## config.mk

```make
export PLATFORM = sky130hd
export DESIGN_NAME = i2c_port_expander
export DESIGN_NICKNAME = d
export VERILOG_FILES = /design/src/rtl/i2c_port_expander.sv
export SDC_FILE = /design/constraint.sdc
export NUM_CORES = 1
export LEC_CHECK = 0
export CAP_MARGIN = 20
export CORE_ASPECT_RATIO = 2
export CORE_MARGIN = 1.5
export CORE_UTILIZATION = 25
export CTS_CLUSTER_SIZE = 14
export DETAILED_ROUTE_END_ITERATION = 16
export PLACE_DENSITY = 0.45
export SETUP_SLACK_MARGIN = 0.3
export SYNTH_ARGS = -nofsm -noshare
export SYNTH_HDL_FRONTEND = slang
export SYNTH_SLANG_ARGS = --single-unit
```

## constraint.sdc

```tcl
create_clock -name clk -period 2.3 [get_ports clk]
set_input_delay 0.23 -clock clk [delete_from_list [all_inputs] [get_ports clk]]
set_output_delay 0.23 -clock clk [all_outputs]
set_load 0.01 [all_outputs]
```

## src/rtl/i2c_port_expander.sv

```systemverilog
module i2c_port_expander #(
  parameter logic [3:0] ADDR_HI = 4'b0100,
  parameter int         FILT    = 3
) (
  input  logic        clk,
  input  logic        rst_n,
  input  logic        scl_i,
  input  logic        sda_i,
  output logic        sda_oe,
  input  logic [2:0]  strap_i,
  input  logic [15:0] port_i,
  output logic [15:0] port_o
);

  typedef enum logic [1:0] {IDLE, ADDR, WR, RD} st_t;

  st_t             st;
  logic [1:0]      scl_s, sda_s;
  logic [FILT-1:0] scl_h, sda_h;
  logic            scl_f, sda_f, scl_d, sda_d;
  logic [3:0]      bitcnt;
  logic [7:0]      sr;
  logic [2:0]      strap_q;
  logic            rw, rd_hi;
  logic [1:0]      wcnt;

  always_ff @(posedge clk or negedge rst_n) begin
    if (!rst_n) begin
      scl_s <= '1; sda_s <= '1;
      scl_h <= '1; sda_h <= '1;
      scl_f <= 1'b1; sda_f <= 1'b1;
      scl_d <= 1'b1; sda_d <= 1'b1;
    end else begin
      scl_s <= {scl_s[0], scl_i};
      sda_s <= {sda_s[0], sda_i};
      scl_h <= {scl_h[FILT-2:0], scl_s[1]};
      sda_h <= {sda_h[FILT-2:0], sda_s[1]};
      if (&scl_h) scl_f <= 1'b1; else if (~|scl_h) scl_f <= 1'b0;
      if (&sda_h) sda_f <= 1'b1; else if (~|sda_h) sda_f <= 1'b0;
      scl_d <= scl_f;
      sda_d <= sda_f;
    end
  end

  wire start_c = scl_f & scl_d & sda_d & ~sda_f;
  wire stop_c  = scl_f & scl_d & ~sda_d & sda_f;
  wire rise    = scl_f & ~scl_d;
  wire fall    = ~scl_f & scl_d;
  wire addr_ok = (sr[7:1] == {ADDR_HI, strap_q}) && (sr[7:1] != 7'd0);
  wire reading = (st == RD) || (st == ADDR && rw);

  always_ff @(posedge clk or negedge rst_n) begin
    if (!rst_n) begin
      st <= IDLE; bitcnt <= '0; sr <= '0; strap_q <= '0;
      rw <= 1'b0; rd_hi <= 1'b0; wcnt <= '0;
      sda_oe <= 1'b0; port_o <= '0;
    end else if (start_c) begin
      st <= ADDR; bitcnt <= '0; strap_q <= strap_i;
      sda_oe <= 1'b0; wcnt <= '0; rw <= 1'b0;
    end else if (stop_c) begin
      st <= IDLE; sda_oe <= 1'b0;
    end else if (st != IDLE) begin
      if (rise) begin
        if (bitcnt < 4'd8) begin
          bitcnt <= bitcnt + 4'd1;
          if (st != RD) sr <= {sr[6:0], sda_f};
        end else if (bitcnt == 4'd8) begin
          bitcnt <= 4'd9;
          case (st)
            ADDR: if (rw) begin sr <= port_i[7:0]; rd_hi <= 1'b1; end
            WR: begin
              if (wcnt == 2'd0) port_o[7:0] <= sr;
              else if (wcnt == 2'd1) port_o[15:8] <= sr;
              if (wcnt != 2'd2) wcnt <= wcnt + 2'd1;
            end
            RD: if (sda_f) st <= IDLE;
                else begin
                  sr <= rd_hi ? port_i[15:8] : port_i[7:0];
                  rd_hi <= ~rd_hi;
                end
            default: ;
          endcase
        end
      end else if (fall) begin
        if (bitcnt == 4'd8) begin
          if (st == ADDR) begin
            if (addr_ok) begin sda_oe <= 1'b1; rw <= sr[0]; end
            else st <= IDLE;
          end else sda_oe <= (st == WR);
        end else if (bitcnt == 4'd9) begin
          bitcnt <= '0;
          if (st == ADDR) st <= rw ? RD : WR;
          sda_oe <= reading ? ~sr[7] : 1'b0;
        end else if (st == RD && bitcnt != 4'd0) begin
          sda_oe <= ~sr[6];
          sr <= {sr[6:0], 1'b0};
        end
      end
    end
  end

  a_r8_sda_moves_scl_low: assert property (@(posedge clk) disable iff (!rst_n)
    !$stable(sda_oe) |-> !scl_f);
  a_r7_port_on_ack: assert property (@(posedge clk) disable iff (!rst_n)
    !$stable(port_o) |-> (scl_f && $past(st) == WR && $past(bitcnt) == 4'd8));
  a_r3_idle_released: assert property (@(posedge clk) disable iff (!rst_n)
    (st == IDLE) |-> !sda_oe);
  a_r2_ack_slot_only: assert property (@(posedge clk) disable iff (!rst_n)
    (sda_oe && st != RD) |-> (bitcnt >= 4'd8));
  a_r10_nack_release: assert property (@(posedge clk) disable iff (!rst_n)
    ($past(st) == RD && st == IDLE) |-> !sda_oe);

endmodule

```

==> results.md, run 1 <==
- RSZ-0062 raised after global routing: yes
- Synth Area per Inst: 11.1 sq um
- Syn-to-layout area delta: 35.9%
- Req. time, crit path: 2490 ps
- Worst r2r src: scl_f
- CTS tree: done
- Worst hold stages: 1
- Area of the multi-input gates: 1380 sq um
- Maximum vdd ir drop: 430 uV
- # nets final: 340
- Critical Path AT: 2190 ps
- Rows: 53
- CTS sink cnt: 52
- Leakage power: 1.62 nW
- Met2 wire length: 4.39 mm
- Synth top area cells: dfrtp_1 35%, dfstp_2 14%, mux2_2 6.7%
- DP Cell Count: 426
- Count of different cell masters after synthesis: 45
- Final wirelength: 7.59 mm
- DRC: 0
- Critical Path Start Type: flop
- Share of Yosys cell area claimed by the top area cell type: 35.3%
- Ys async rst share: 100%
- CP Buf/Inv Count: 1
- Seq cells post-synth: 52
- Max stage delay on crit path: 600 ps
- R2R Setup Slk: 300 ps
- Worst R2R Path Depth: 6
- Highest routed metal layer: met4
- Initial core utilization: 25.7%
- Initial antenna violation count: 0
- Count leader, synth: dfrtp_1
- Die Y: 150 um
- CP Cell Sequence: ha_4 > and2_2 > and3_4 > and4b_1 > buf_6 > mux2_4
- CTS clk-pin slew, worst paths: 70 ps
- Later-pin clock latency in the skew report: 300 ps
- FILL cells: 1105
- Number of max-cap violations: 0
- Reg-to-reg endpoint: port_o[10]
- Max Fanout on Critical Path: 8
- CTS max path bufs: 2
- Most frequent cells after synthesis: 38 x dfrtp_1, 28 x nand2_1, 17 x o21ai_0, 16 x mux2_2
- Final Max Slew Viols: 0
- Worst slew pin tran: 604 ps
- Final Power: 2.58 mW
- Io pins: 40
- Cell family contributing the most delay on the critical path: simple AND/OR/NAND/NOR gates
- Synth area leader: dfrtp_1
- Critical path startpoint: scl_f
- Non-filler cells, final: 442
- Gp weighted congestion: 0.890
- Final period util: 87.0%
- WL per Instance: 17.2 um
- Slowest cell on crit path: dfstp_2
- # H-tree levels: 2
- Slew HR: 59.8%
- Post-Route Skew: 3.32 ps
- Ys flop type: dfrtp_1
- Root buffer cell: clkbuf_16
- WL met1: 2.69 mm
- Worst Setup Path Type: reg -> reg
- Count of input and output buffers: 39
- Total GRT Usage: 14.1%
- Number of stages on the worst setup path: 6
- Initial DRT Pass Iterations: 4
- Vias/cell: 4.66
- Worst setup path end: port_o[10]
- CP Capture Type: flop
- PwrDens: 705 nW/um^2
- Drt initial violations: 102
- Final Hold Fails: 0
- Pin count of the biggest net entering global routing: 31
- Die width: 76.4 um
- HPWL after detailed placement: 5.74 mm
- Post-route ant nets: 0
- Fmax: 500 MHz
- Seq/Total Area, Yosys: 48.9%
- WL met3: 154 um
- GR Overflow Total: 0
- Area occupied by registers: 1320 sq um
- Mapped Cells: 242
- Diodes inserted: 0
- Fin crit period: 2000 ps
- Hold WC Path Type: in -> reg
- Cell Area, Synth: 2700 sq um
- Synthesized net count: 278
- Synth Warn #: 0
- Via count: 2059
- First-pass GRT wire length: 12.0 mm
- Layout cells sized above 1: 31.8%
- Number of global-route vias before repair: 2175
- CTS Buf Count: 5
- Die area: 11500 sq um
- Status: finished, final reports clean
- CORE AREA: 10500 sq um
- EDFF count, synth: 0
- Setup TNS: 0 ps
- Final setup viols: 0
==> cells by family after synthesis <==
logic type	after synthesis	share of synthesized area, %
xor gates and xnor gates	4	1.30
adders and majority gates	13	6.03
muxes	35	15.2
AOI/OAI and AO/OA	48	11.3
and+or+nand+nor	67	13.0
DFF	52	48.9
buffers and inverters	23	4.27
==> through the flow <==
stage | area, sq um | utilization (%) | hold WS (ps) | worst slack (ps)
3_3_place_gp | 3330 | 31.8 | 263 | 152
5_1_grt | 3660 | 35.0 | 338 | 233
4_1_cts | 3610 | 34.4 | 339 | 293
2_1_floorplan | 2700 | - | -65.6 | 285
6_report | 3660 | 35.0 | 339 | 300
3_5_place_dp | 3330 | 31.8 | 269 | 110
==> layer usage <==
layer / up-vias / global-route usage (%)
li1: 969 / -
met1: 1021 / 13.9
met2: 47 / 27.3
met3: 22 / 1.77
met4: 0 / 8.80
met5: - / 0
==> how the worst min path moves through the flow <==
stage                     startpoint         to
final                          sda_i   sda_s[0]
after global routing           sda_i   sda_s[0]
after CTS                      sda_i   sda_s[0]
after detailed placement       rst_n  port_o[5]
after global placement         rst_n  port_o[6]
after floorplan                rst_n  bitcnt[0]
==> report_power, final <==
group | switching, mW | internal, mW | total [mW] | leakage, nW
Combinational | 0.348 | 0.306 | 0.654 | 0.895
Sequential | 0.126 | 1.03 | 1.16 | 0.653
Clock | 0.369 | 0.406 | 0.775 | 0.0702
==> cells in the final DEF (no fill, tap or decap), types with 2 or more instances in the layout <==
cell	netlist	layout
ha_1	13	7
and4b_1	2	2
mux2_2	16	16
nor2_1	6	5
buf_6	3	2
a21oi_2	1	2
clkbuf_16	0	5
nand4_1	2	2
xnor2_1	3	3
nand3_1	9	9
clkdlybuf4s50_1	0	38
inv_1	14	14
nor2b_1	5	4
nand2b_1	3	3
mux2i_1	11	11
or2_2	2	2
mux2_4	8	8
ha_2	0	2
a21oi_1	10	9
dfstp_2	14	14
o21ai_0	17	16
nand2_1	28	27
o211ai_1	7	7
buf_4	1	21
dfrtp_1	38	37
ha_4	0	4
==> timing repair <==
item / CTS / global route
hold buffers: 1 / 0
gates resized for setup: 19 / 8
setup buffers: 3 / 4
endpoints found under the hold margin: 9 / 0
pin swaps: 2 / 4
setup endpoints to repair: 28 / 29
==> worst reg2reg max path, delay by kind of cell (launching register included) <==
kind,cells,cell delay (ps)
fa+ha+maj,1,200
buf+inv,1,170
flops,1,600
mux,1,310
simple gates,3,620
==> flip-flops by register name, indices dropped and copies added, names as in the netlist, 2 cells and up <==
signal,flops
scl_h,3
strap_q,3
port_o,16
wcnt,2
st,2
bitcnt,4
sda_s,2
sr,8
sda_h,3
scl_s,2
==> area by class of cell <==
| class | count | area share, % |
|---|---|---|
| clock buffers | 5 | 3.41 |
| flip-flops and latches | 52 | 36.0 |
| repair buffers | 64 | 16.3 |
| multi-input cells | 167 | 37.6 |
| inverters | 14 | 1.43 |
| well taps | 137 | 4.68 |
| clock inverters | 3 | 0.580 |
(Power assumes the default switching activity.)
==> inputs of run 2 (changes only) <==
--- a/config.mk
+++ b/config.mk
@@ -6,12 +6,14 @@
 export NUM_CORES = 1
 export LEC_CHECK = 0
 export CAP_MARGIN = 20
+export CELL_PAD_IN_SITES_DETAIL_PLACEMENT = 0
+export CELL_PAD_IN_SITES_GLOBAL_PLACEMENT = 1
 export CORE_ASPECT_RATIO = 2
 export CORE_MARGIN = 1.5
 export CORE_UTILIZATION = 25
 export CTS_CLUSTER_SIZE = 14
 export DETAILED_ROUTE_END_ITERATION = 16
-export PLACE_DENSITY = 0.45
+export PLACE_DENSITY = 0.55
 export SETUP_SLACK_MARGIN = 0.3
 export SYNTH_ARGS = -nofsm -noshare
 export SYNTH_HDL_FRONTEND = slang
==> results.md, run 2 (synthesized netlist as in run 1, its figures left out) <==
- Status: finished, final reports clean
- # nets final: 336
- Critical path startpoint: scl_f
- Rows: 53
- Cts hold-fix bufs: 0
- Later-pin clock latency in the skew report: 290 ps
- Fin crit period: 1990 ps
- Fmax: 503 MHz
- Diodes inserted: 0
- Critical Path AT: 2170 ps
- Die width: 76.4 um
- CTS sink cnt: 52
- CP Capture Type: flop
- Commonest non-fill, non-tap cell in the layout: clkdlybuf4s50_1
- Root buffer cell: clkbuf_16
- Area occupied by registers: 1320 sq um
- Total GRT Usage: 13.6%
- Final wirelength: 7.35 mm
- Post-route ant nets: 0
- Initial antenna violation count: 0
- Die area: 11500 sq um
- Gp weighted congestion: 0.843
- CTS clk-pin slew, worst paths: 70 ps
- Biggest regs: port_o: 16 flops, sr: 8 flops, bitcnt: 4 flops
- Count of input and output buffers: 39
- DP Cell Count: 425
- Io pins: 40
- Post-Route Skew: 6.13 ps
- Number of global-route vias before repair: 2128
- RSZ-0062 raised after global routing: yes
- Final setup viols: 0
- # H-tree levels: 2
- Area of the multi-input gates: 1340 sq um
- Req. time, crit path: 2480 ps
- Final Hold Fails: 0
- CTS tree: done
- Worst setup path end: port_o[9]
- Pin count of the biggest net entering global routing: 38
- Layout cells sized above 1: 31.2%
- FILL cells: 1106
- Number of max-cap violations: 0
- CTS max path bufs: 2
- Maximum vdd ir drop: 428 uV
- Initial core utilization: 25.7%
- Slew HR: 43.8%
- Hold WC Path Type: in -> async
- Worst R2R Path Depth: 6
- Reg with most FFs: port_o
- Vias/cell: 4.73
- Drt initial violations: 84
- Max Fanout on Critical Path: 6
- R2R Setup Slk: 310 ps
- Most frequent cells in the layout: 38 x clkdlybuf4s50_1, 37 x dfrtp_1, 27 x nand2_1
- Final Max Slew Viols: 0
- Reg-to-reg endpoint: port_o[9]
- Worst slew pin tran: 843 ps
- DRC: 0
- Setup TNS: 0 ps
- Slowest cell on crit path: dfstp_2
- Non-filler cells, final: 438
- CORE AREA: 10500 sq um
- Final period util: 86.5%
- HPWL after detailed placement: 5.69 mm
- CP Cell Sequence: ha_2 > nand2_2 > and3_4 > and4b_2 > buf_6 > mux2_4
- CTS Buf Count: 5
- First-pass GRT wire length: 11.5 mm
- PwrDens: 702 nW/um^2
- Max stage delay on crit path: 590 ps
- Critical Path Start Type: flop
- Worst r2r src: scl_f
- Worst Setup Path Type: reg -> reg
- Max FFs per register: 16
- Via count: 2070
- WL per Instance: 16.8 um
- Die Y: 150 um
- Initial DRT Pass Iterations: 5
- GR Overflow Total: 0
- Leakage power: 1.59 nW
- Syn-to-layout area delta: 33.3%
-- run 2: cell count changes in the layout (fill, tap and decap cells not counted), sizes merged --
| cell | change |
|---|---|
| buf | -3 |
| clkinv | +2 |
| clkinvlp | -1 |
| dlygate4sd3 | -1 |
| inv | -1 |
-- run 2: final cells by class --
type | instances | share of cell area (%)
tap | 137 | 4.77
clock buffer | 5 | 3.48
timing repair buffer | 60 | 15.7
inverter | 14 | 1.46
sequential | 52 | 36.7
clock inverter | 3 | 0.522
multi-input combinational | 167 | 37.4
-- run 2: per-layer routing --
metal | track usage [%] | routed length, um | share of wire, % | up-vias
met5 | 0 | 0 | 0 | -
met3 | 1.77 | 154 | 2.1 | 24
li1 | - | - | - | 966
met2 | 26.7 | 4310 | 59 | 56
met4 | 10.5 | 445 | 6.1 | 0
met1 | 12.2 | 2440 | 33 | 1024
-- run 2: what timing repair did --
action	CTS	global route
setup endpoints to repair	25	20
resized for setup	16	6
buffers inserted	5	0
pin swaps	1	0
-- run 2: worst max-delay path: cells and delay by family (launching register included) --
family                     cells  cell delay (ps)
DFF                            1              590
buffers and inverters          1              140
adders and majority gates      1              250
muxes                          1              290
and+or+nand+nor                3              600
-- run 2: through the flow --
| step | power, mW | hold slack [ps] | setup WS, ps | area (sq um) | util [%] |
|---|---|---|---|---|---|
| after detailed placement | 1.74 | 347 | 158 | 3320 | 31.7 |
| final | 2.52 | 36.1 | 310 | 3590 | 34.3 |
| after CTS | 2.55 | 64.3 | 297 | 3560 | 34.0 |
| after global routing | 2.69 | 107 | 231 | 3590 | 34.3 |
| after floorplan | 1.51 | -65.6 | 285 | 2700 | - |
| after global placement | 1.75 | 347 | 120 | 3320 | 31.7 |
-- run 2: worst min-delay path by stage --
stage                     slack, ps  cells past startpoint        end
final                            40                      1  port_o[7]
after global routing            110                      1  port_o[5]
after CTS                        60                      1  port_o[7]
after detailed placement        350                      0   sda_h[0]
after global placement          350                      0   sda_s[1]
after floorplan                 -70                      0  bitcnt[0]
-- run 2: where the power goes --
| group | switching [mW] | leakage, nW | total, mW | internal, mW |
|---|---|---|---|---|
| registers | 0.135 | 0.653 | 1.17 | 1.03 |
| clock network | 0.345 | 0.0736 | 0.748 | 0.402 |
| logic | 0.330 | 0.864 | 0.611 | 0.281 |
| total | 0.811 | 1.59 | 2.52 | 1.71 |
